**config.mk**
```make
export PLATFORM = sky130hd
export DESIGN_NAME = fmul_stage
export DESIGN_NICKNAME = d
export VERILOG_FILES = /design/src/rtl/fmul_stage.sv
export SDC_FILE = /design/constraint.sdc
export NUM_CORES = 1
export LEC_CHECK = 0
export BUFFER_PORTS_ARGS = -buffer_cell sky130_fd_sc_hd__buf_2
export CAP_MARGIN = 30
export CELL_PAD_IN_SITES_DETAIL_PLACEMENT = 1
export CELL_PAD_IN_SITES_GLOBAL_PLACEMENT = 2
export CORE_UTILIZATION = 42
export DETAILED_ROUTE_END_ITERATION = 8
export PLACE_DENSITY_LB_ADDON = 0.1
export SYNTH_ARGS = -nofsm -noshare
export SYNTH_HDL_FRONTEND = slang
export SYNTH_SLANG_ARGS = --single-unit
export TNS_END_PERCENT = 100
```
**constraint.sdc**
```tcl
create_clock -name clk -period 17.2 [get_ports clk]
set_input_delay 2.58 -clock clk [delete_from_list [all_inputs] [get_ports clk]]
set_output_delay 2.58 -clock clk [all_outputs]
set_load 0.05 [all_outputs]
```
**src/rtl/fmul_stage.sv**
```systemverilog
module fmul_stage #(
  parameter int DW = 16,
  parameter int PW = 40
) (
  input  logic            clk,
  input  logic            rst,
  input  logic            cfg_we,
  input  logic            cfg_unsigned,
  input  logic            cfg_keep_scale,
  input  logic [2*DW-1:0] src_a,
  input  logic [2*DW-1:0] src_b,
  input  logic            sel_a,
  input  logic            sel_b,
  input  logic            req_valid,
  input  logic [1:0]      req_op,
  output logic [PW-1:0]   prod,
  output logic            st_unsigned,
  output logic            st_keep_scale
);
  localparam int EW = DW + 1;
  localparam int MW = 2 * EW;

  // half selection
  logic [DW-1:0] op_a, op_b;
  assign op_a = sel_a ? src_a[2*DW-1:DW] : src_a[DW-1:0];
  assign op_b = sel_b ? src_b[2*DW-1:DW] : src_b[DW-1:0];

  // a low half in a cross load with unsigned status is zero-extended
  logic cross_uns, a_zx, b_zx;
  assign cross_uns = (req_op == 2'b00) && st_unsigned;
  assign a_zx = cross_uns && !sel_a;
  assign b_zx = cross_uns && !sel_b;

  logic signed [EW-1:0] ext_a, ext_b;
  assign ext_a = {(a_zx ? 1'b0 : op_a[DW-1]), op_a};
  assign ext_b = {(b_zx ? 1'b0 : op_b[DW-1]), op_b};

  logic signed [MW-1:0] raw;
  logic signed [PW-1:0] wide, term;
  assign raw  = ext_a * ext_b;
  assign wide = PW'(raw);
  assign term = st_keep_scale ? wide : (wide <<< 1);

  // result selection
  logic [PW-1:0] nxt;
  always_comb begin
    case (req_op)
      2'b10:   nxt = prod + term;
      2'b11:   nxt = prod - term;
      default: nxt = term;
    endcase
  end

  always_ff @(posedge clk) begin
    if (rst) begin
      prod          <= '0;
      st_unsigned   <= 1'b0;
      st_keep_scale <= 1'b0;
    end else begin
      if (cfg_we) begin
        st_unsigned   <= cfg_unsigned;
        st_keep_scale <= cfg_keep_scale;
      end
      if (req_valid) prod <= nxt;
    end
  end

  a_r1_reset: assert property (@(posedge clk)
    rst |=> (prod == '0 && !st_unsigned && !st_keep_scale));
  a_r2_status_hold: assert property (@(posedge clk) disable iff (rst)
    !cfg_we |=> $stable({st_unsigned, st_keep_scale}));
  a_r9_prod_hold: assert property (@(posedge clk) disable iff (rst)
    !req_valid |=> $stable(prod));
  a_r7_doubled_even: assert property (@(posedge clk) disable iff (rst)
    (req_valid && !req_op[1] && !st_keep_scale) |=> !prod[0]);
  a_r4_unsigned_nonneg: assert property (@(posedge clk) disable iff (rst)
    (req_valid && req_op == 2'b00 && st_unsigned && st_keep_scale && !sel_a && !sel_b)
    |=> !prod[PW-1]);
  a_r3_zero_operand: assert property (@(posedge clk) disable iff (rst)
    (req_valid && !req_op[1] && op_a == '0) |=> prod == '0);
endmodule

```
Yosys cells after proc, flatten, opt, wreduce, memory -nomap -nowiden
Index checks and enable logic that the tools add are counted.
- flip-flop bits (word level): 42
- bits in latches: 0
- bits in writable memories: 0
- ROM bits: 0
- bits of input ports: 74
- output and inout bits: 42
- logic and storage cells: 20
- memories kept: 0
- add/subtract/negate cells: 2
- $mul: 1
- divide/modulo/power cells: 0
- magnitude comparators: 0
- eq/ne operators: 2
- shift operators: 0
- muxes and demuxes: 6
- bitwise logic cells: 0
- reduce and logical (&&, ||, !) cells: 6
- operator list (operator ; count):
    40-bit one-hot mux with 2 select lines ; 1
    40-bit adder ; 1
    40-bit subtractor ; 1
    17-bit by 17-bit multiplier with 34-bit output ; 1
    34-bit two-way mux ; 1
    16-bit two-way mux ; 2
    2-bit equality test (second input constant) ; 2
    1-bit logical AND ; 3
    1-bit logical NOT ; 2
    2-bit logical NOT ; 1
    1-bit two-way mux ; 2

Logic depth before layout (Yosys ltp)
Gate-level depths: netlist of run 1.
- depth after elaboration: 8
- gate-level depth with buffers: 42

Worst setup path after synthesis of run 1
Ideal clock, no wire load.
- path kind: input to register
- start: in sel_a
- end: reg prod[30]
- arrival time: 11.843 ns
- path slack: 5.266 ns
- cell stages on the path: 38
- path buffers: 3
- path through: clkbuf_1 -> clkbuf_1 -> clkbuf_1 -> mux2_2 -> nand2_1 -> fa_1 -> inv_1 -> fa_1 -> inv_1 -> fa_1 -> inv_1 -> fa_1 -> inv_1 -> fa_1 -> inv_1 -> fa_1 -> ha_1 -> and4_4 -> [... 2 more ...] -> a31oi_1 -> mux2_2 -> a21oi_1 -> nand4_1 -> nand2_1 -> xor2_1 -> ha_1 -> a21o_1 -> a21o_1 -> a21oi_1 -> o21ai_0 -> a2111oi_0 -> a21oi_1 -> a221o_1 -> a21oi_1 -> xnor2_1 -> nand2_1 -> a311oi_1
- word-level cells in the longest chain between the ends: 7
- elaborated cells between the ends (all ways): 9
- RTL lines (what ; line ; source):
    from (decl) ; 12 ; input logic sel_a,
    1-bit logical NOT ; 31 ; assign a_zx = cross_uns && !sel_a;
    1-bit logical AND ; 31 ;
    1-bit two-way mux ; 35 ; assign ext_a = {(a_zx ? 1'b0 : op_a[DW-1]), op_a};
    17-bit by 17-bit multiplier with 34-bit output (*) ; 40 ; assign raw = ext_a * ext_b;
    34-bit two-way mux (*) ; 42 ; assign term = st_keep_scale ? wide : (wide <<< 1);
    40-bit subtractor or 40-bit adder (tied branches) ; 49, 48 ;
    40-bit one-hot mux with 2 select lines (*) ; 47 ; case (req_op)
    to (signal assigned) ; 64 ; if (req_valid) prod <= nxt;
    to (decl) ; 16 ; output logic [PW-1:0] prod,
Every way passes the cells marked *; elsewhere a longest branch is shown, timed or not.
A chain may end at the register's enable or synchronous reset.

Final worst setup path of run 1
- start: in sel_a
- end: reg prod[33]
Same word-level chain as after synthesis.

==> impl_metrics.ini, run 1 <==
[sta]
max_freq_mhz = 77.18
hold_viol = 0
finalSetupViolCount = 0
worst_pin_slew_ns = 1.048
slew_viol_final = 0
min_period_ns = 12.96
rsz0062_at_grt = no
skew_ns = 0.005196
slew_headroom = 0.2812
period_share = 0.7533
whs_ns = 0.5034
fin_tns_setup_ns = 0

[routing]
drc = 0
routed_wl_um = 54640
vias = 14834
ant_nets = 0
firstDrtPassIters = 5
vias_per_cell = 5.570
wl_per_cell_um = 20.52
drtIter0Drc = 577

[worst_setup_path]
critPathLaunch = sel_a
critPathLaunchType = input port
rr_startpoint = st_unsigned
r2r_cells = 34
crit_type = input port to register
worstPathArrival_ns = 13.16
crit_cells = 35
critical_path_buf_inv_count = 3
critPathSlowestCell = fa_1
crit_end = prod[33]
reg2reg_to = prod[33]
cp.required_ns = 17.41
crit_family = adder cells
r2r_setup_slack_ns = 6.99
worstPathMaxFanout = 33
cp_common_cell = fa_1
end_kind = register
timing.critical_path.slowest_cell_delay_ns = 0.78

[synth]
syn_area_um2 = 16980
synth_edf_count = 0
synth-warning-count = 0
ys_seq_area_frac = 0.04952
syn-instance-count = 2074
syn_nets = 2570
synth_cell_type_count = 85
post_synth.cell_area_avg_um2 = 8.186
ys_ff_latch = 42
ys.flop_type = dfxtp_1
synthArstFlopShare = 0

[finish]
multi_input_area_um2 = 14590
diodes = 0
register_area_um2 = 842.1
final_cell_mix = inv_1 (318), fa_1 (297), nor2_1 (247), nand2_1 (234), ha_1 (125)
stdcell_count = 2663
drive_above_1_share = 0.09916
mostFrequentLayoutCell = inv_1
nets = 2634
area_growth_pct = 7.119
n_fill_cell = 4903

[global_route]
use_met2 = 0.5149
grt.total_usage = 0.2790
grt_pass1_wl_um = 89440
antenna_found_initial = 0
grt-ovfl-total = 0
busiest_layer = met2
met3_usage = 0.03435
grt_max_degree = 65
grt_pass1_vias = 16577
met1_usage = 0.3472

[floorplanning]
initial_core_util = 0.4263
die_y_um = 203.1
num_io_pins = 116
dieArea_um2 = 41230
die-width_um = 203.1
core_um2 = 39820
rows = 73

[clocking]
clkSlewWorstSetupHoldPaths_ns = 0.06
ctsResizeCount = 0
postCtsHoldBufs = 0
cts_tree = done
h-tree-depth = 2
root_buffer = clkbuf_16
cts_sinks = 42
cts_buffers = 5
clk_latency_ns = 0.30
clk_path_buf_depth = 2
post-cts-setup-buffers = 0

[placement]
gp_congestion = 0.9179
placed_cells = 2656
portBuffers = 115
dp_hpwl_um = 46070

[run]
cap_viol_max_count = 0

[hold_path]
hold_class = register to register

[status]
outcome = complete, no violations
==> state kept, by name (all words and copies together), names as in the netlist <==
name / count
prod: 40
st_unsigned: 1
st_keep_scale: 1
==> layer usage <==
layer  vias up  part of all wire
met5         -                 0
met4         0             0.019
met3        64             0.036
met2       266              0.52
met1      7607              0.42
li1       6897                 -
==> worst min path at each step <==
| stage | depth (start not counted) | start | endpoint | slack [ns] |
|---|---|---|---|---|
| after floorplan | 2 | prod[23] | prod[23] | 0.70 |
| after global placement | 2 | prod[35] | prod[35] | 0.48 |
| after detailed placement | 2 | prod[35] | prod[35] | 0.50 |
| after CTS | 2 | prod[34] | prod[34] | 0.51 |
| after global routing | 2 | prod[34] | prod[34] | 0.54 |
| final | 2 | prod[34] | prod[34] | 0.50 |
==> worst reg2reg max path: cells and delay by family, from the launching register on <==
family	cells	cell delay (ns)
XOR/XNOR	2	0.42
AO/OA/AOI/OAI	8	1.58
adder cells (fa/ha/maj)	8	4.20
multiplexers	1	0.13
AND/OR/NAND/NOR	14	3.37
flip-flops	1	0.34
buffers and inverters	1	0.09
==> Yosys cell counts (all sizes together), types with 34 or more instances <==
cell    instances  share of area
xor2           37          0.020
dfxtp          42          0.050
fa            297           0.35
inv           318          0.070
nand2         234          0.052
mux2i          47          0.028
nand3          35          0.010
o21ai          82          0.024
a21o           41          0.018
clkbuf         64          0.014
a21oi          95          0.028
nor2          249          0.055
xnor2          49          0.026
a211oi         34          0.016
ha            125          0.092
==> cell families (layout without fill, tap and decap cells) <==
kind of cell    count (synthesis)  after routing  synth area share
fa+ha+maj                     422            422            0.4423
simple gates                  676            676            0.1808
mux                            74             74           0.04584
buf+inv                       402            466           0.09124
compound gates                372            372            0.1450
flops                          42             42           0.04952
xor+xnor                       86             86           0.04525
==> through the flow <==
| step | cell area (um^2) | util | worst slack [ns] |
|---|---|---|---|
| CTS | 18190 | 0.4567 | 4.292 |
| finish | 18190 | 0.4567 | 4.243 |
| global placement | 18040 | 0.4529 | 3.784 |
| global route | 18190 | 0.4567 | 3.511 |
| detailed placement | 18050 | 0.4533 | 3.989 |
| floorplan | 16980 | - | 5.266 |
==> final cells by class <==
type,count,area share
timing repair buffer,141,0.04238
clock buffer,5,0.006880
sequential,42,0.04630
tap,525,0.03612
clock inverter,2,0.0005504
inverter,318,0.06563
multi-input combinational,1630,0.8021
Power of run 1 is left out: the tool's default activity adds up to more than one toggle a clock period on the data nets, which glitch-free logic cannot reach.
==> run 2: changes to the inputs <==
--- a/config.mk
+++ b/config.mk
@@ -9,7 +9,7 @@
 export CAP_MARGIN = 30
 export CELL_PAD_IN_SITES_DETAIL_PLACEMENT = 1
 export CELL_PAD_IN_SITES_GLOBAL_PLACEMENT = 2
-export CORE_UTILIZATION = 42
+export CORE_UTILIZATION = 39
 export DETAILED_ROUTE_END_ITERATION = 8
 export PLACE_DENSITY_LB_ADDON = 0.1
 export SYNTH_ARGS = -nofsm -noshare
==> constraint.sdc (replaced) <==
create_clock -name clk -period 13.43 [get_ports clk]
set_input_delay 2.0145 -clock clk [delete_from_list [all_inputs] [get_ports clk]]
set_output_delay 2.0145 -clock clk [all_outputs]
set_load 0.05 [all_outputs]
==> impl_metrics.ini, run 2 (synthesized netlist as in run 1, its figures left out) <==
[routing]
ant_nets = 0
vias = 14738
firstDrtPassIters = 6
vias_per_cell = 5.399
drc = 0
routed_wl_um = 53180
drtIter0Drc = 748
wl_per_cell_um = 19.48

[clocking]
clkSlewWorstSetupHoldPaths_ns = 0.07
h-tree-depth = 2
postCtsHoldBufs = 0
clk_latency_ns = 0.30
cts_tree = done
clk_path_buf_depth = 2
cts_buffers = 5
root_buffer = clkbuf_16
post-cts-setup-buffers = 0
cts_sinks = 42
ctsResizeCount = 0

[sta]
slew_viol_final = 0
hold_viol = 0
skew_ns = 0.01535
slew_headroom = 0.3671
min_period_ns = 11.77
max_freq_mhz = 84.95
finalSetupViolCount = 0
fin_tns_setup_ns = 0
worst_pin_slew_ns = 0.9229
period_share = 0.8765
rsz0062_at_grt = no

[finish]
n_fill_cell = 5255
largest_register_ffs = 40
mostFrequentLayoutCell = inv_1
final_cell_mix = inv_1 (318), fa_1 (297), nor2_1 (247), nand2_1 (234), ha_1 (125)
area_growth_pct = 7.900
drive_above_1_share = 0.1021
top_register = prod
diodes = 0
top_regs = prod (40), st_keep_scale (1), st_unsigned (1)
nets = 2641
fin_util = 0.4262

[floorplanning]
initial_core_util = 0.3950
dieArea_um2 = 44370
die-width_um = 210.6
rows = 76
core_um2 = 42980
num_io_pins = 116
die_y_um = 210.6

[worst_setup_path]
worstPathArrival_ns = 11.96
critPathSlowestCell = mux2_2
rr_startpoint = st_unsigned
timing.critical_path.slowest_cell_delay_ns = 0.58
crit_family = adder cells
critPathLaunchType = input port
end_kind = register
cp.required_ns = 13.62
r2r_cells = 34
reg2reg_to = prod[35]
critical_path_buf_inv_count = 6
crit_type = input port to register
worstPathMaxFanout = 23
cp_common_cell = fa_1
r2r_setup_slack_ns = 3.65

[global_route]
grt_max_degree = 64
grt_pass1_vias = 16329
grt-ovfl-total = 0
grt_pass1_wl_um = 88230
grt.total_usage = 0.2537
antenna_found_initial = 1

[run]
cap_viol_max_count = 0

[hold_path]
hold_depth = 2
hold_start = prod[35]
hold_class = register to register
min_to = prod[35]

[placement]
dp_hpwl_um = 44520
gp_congestion = 0.9027
portBuffers = 115

[status]
outcome = complete, no violations
[run 2: area by class of cell]
cell class | count | area, um^2 | area share
clock buffer | 7 | 132.6 | 0.007240
sequential | 42 | 842.1 | 0.04597
multi-input combinational | 1630 | 14600 | 0.7967
tap | 585 | 732.0 | 0.03996
inverter | 318 | 1194 | 0.06516
timing repair buffer | 148 | 823.3 | 0.04494
[run 2: worst max-delay path by stage]
stage / slack (ns) / start / depth (start not counted) / to
after floorplan: 2.06 / sel_a / 38 / prod[30]
after global placement: 1.50 / sel_b / 36 / prod[30]
after detailed placement: 1.37 / sel_b / 36 / prod[30]
after CTS: 1.68 / sel_b / 37 / prod[35]
after global routing: 0.99 / sel_b / 36 / prod[30]
final: 1.66 / sel_b / 36 / prod[30]
[run 2: metrics by stage]
stage | cell area, um^2 | cells | hold slack, ns | worst slack (ns)
final | 18320 | 2730 | 0.5040 | 1.659
after floorplan | 16980 | 2074 | 0.7040 | 2.062
after detailed placement | 18190 | 2723 | 0.5004 | 1.373
after global placement | 18190 | 2723 | 0.4929 | 1.502
after CTS | 18320 | 2730 | 0.5115 | 1.677
after global routing | 18320 | 2730 | 0.5335 | 0.9854
[run 2: layer usage]
metal | track usage | share of wire | routed length (um) | vias up
li1 | - | - | - | 6911
met1 | 0.3263 | 0.43 | 23130 | 7554
met2 | 0.4601 | 0.51 | 27320 | 202
met3 | 0.02334 | 0.028 | 1486 | 69
met4 | 0.05372 | 0.023 | 1231 | 2
met5 | 0 | 0.00024 | 13 | -
[run 2: worst min-delay path: stages, from the launching register on]
cell and delay (ns):
dfxtp_1 0.33, nor2_1 0.09, nor3_1 0.05
Power of run 2 is left out for the same reason.
==> run 3: changes to the inputs <==
--- a/config.mk
+++ b/config.mk
@@ -12,6 +12,7 @@
 export CORE_UTILIZATION = 39
 export DETAILED_ROUTE_END_ITERATION = 8
 export PLACE_DENSITY_LB_ADDON = 0.1
+export REMOVE_ABC_BUFFERS = 1
 export SYNTH_ARGS = -nofsm -noshare
 export SYNTH_HDL_FRONTEND = slang
 export SYNTH_SLANG_ARGS = --single-unit
==> impl_metrics.ini, run 3 (synthesized netlist as in run 1, its figures left out) <==
[worst_setup_path]
worstPathArrival_ns = 12.01
end_kind = register
critPathLaunch = sel_a
cp.required_ns = 13.58
rr_startpoint = st_unsigned
cp_common_cell = fa_1
critPathSlowestCell = nor2_1
timing.critical_path.slowest_cell_delay_ns = 0.65
crit_family = adder cells
worstPathMaxFanout = 30
crit_type = input port to register
critPathLaunchType = input port
critical_path_buf_inv_count = 5

[finish]
mostFrequentLayoutCell = inv_1
top_register = prod
drive_above_1_share = 0.1034
area_growth_pct = 8.195
top_regs = prod (40), st_keep_scale (1), st_unsigned (1)
nets = 2642
diodes = 0
largest_register_ffs = 40
final_cell_mix = inv_1 (318), fa_1 (297), nor2_1 (247), nand2_1 (234), ha_1 (125)

[routing]
firstDrtPassIters = 7
drc = 1
vias = 14748
ant_nets = 0
drtIter0Drc = 633
wl_per_cell_um = 19.66
vias_per_cell = 5.398
routed_wl_um = 53710

[status]
violations = DRC
outcome = finished with violations

[run]
cap_viol_max_count = 0

[placement]
portBuffers = 115
gp_congestion = 0.8899
dp_hpwl_um = 44990

[global_route]
grt_max_degree = 64
grt_pass1_wl_um = 88600
grt_pass1_vias = 16314
grt.total_usage = 0.2560
antenna_found_initial = 0
grt-ovfl-total = 0

[floorplanning]
initial_core_util = 0.3950
num_io_pins = 116
core_um2 = 42980
die_y_um = 210.6
rows = 76
die-width_um = 210.6
dieArea_um2 = 44370

[clocking]
cts_sinks = 42
postCtsHoldBufs = 0
h-tree-depth = 2
ctsResizeCount = 0
post-cts-setup-buffers = 0
root_buffer = clkbuf_16
cts_tree = done
clkSlewWorstSetupHoldPaths_ns = 0.07
clk_path_buf_depth = 2
cts_buffers = 5
clk_latency_ns = 0.31

[sta]
rsz0062_at_grt = no
skew_ns = 0.009829
slew_headroom = 0.3515
hold_viol = 0
worst_pin_slew_ns = 0.9669
finalSetupViolCount = 0
max_freq_mhz = 84.35
fin_tns_setup_ns = 0
slew_viol_final = 0
min_period_ns = 11.86
period_share = 0.8827

[hold_path]
hold_class = register to register
hold_start = prod[24]
run 3: cell types whose count changed in the layout (fill, tap and decap cells not counted), sizes merged:
cell | before | now
buf | 148 | 149
clkinv | 0 | 1
run 3: cell type report:
type	instances	area (um^2)
clock inverters	1	5.005
fillers	5213	24610
flip-flops and latches	42	842.1
multi-input cells	1630	14600
well taps	585	732.0
clock buffers	7	142.6
repair buffers	149	858.3
inverters	318	1194
run 3: stage by stage:
step | worst slack, ns | cell area [um^2] | utilization | cells | hold WS [ns]
after global placement | 1.304 | 18120 | 0.4215 | 2714 | 0.4969
final | 1.575 | 18370 | 0.4274 | 2732 | 0.5051
after floorplan | 3.051 | 16620 | - | 1990 | 0.6991
after CTS | 1.630 | 18330 | 0.4266 | 2730 | 0.5089
after detailed placement | 1.321 | 18190 | 0.4231 | 2722 | 0.4982
after global routing | 0.8578 | 18370 | 0.4274 | 2732 | 0.5360
run 3: tightest hold or removal path, stage by stage, from the launching register on:
cell and delay, ns:
dfxtp_1 0.33, nor2_1 0.09, nor3_1 0.04
run 3: routing by layer:
layer  vias up  share of wire  global-route usage
met2       235           0.50              0.4587
met1      7548           0.45              0.3376
met3        47          0.037             0.02617
met5         -              0                   0
met4         0          0.015             0.03998
li1       6918              -                   -
run 3: final timing paths:
kind                                 end  slack (ns)  depth (start not counted)
worst max-delay path            prod[37]        1.57                         36
worst min-delay path            prod[24]        0.51                          2
worst max register to register  prod[37]        3.30                         35
worst min register to register  prod[24]        0.51                          2
Power of run 3 is left out for the same reason.
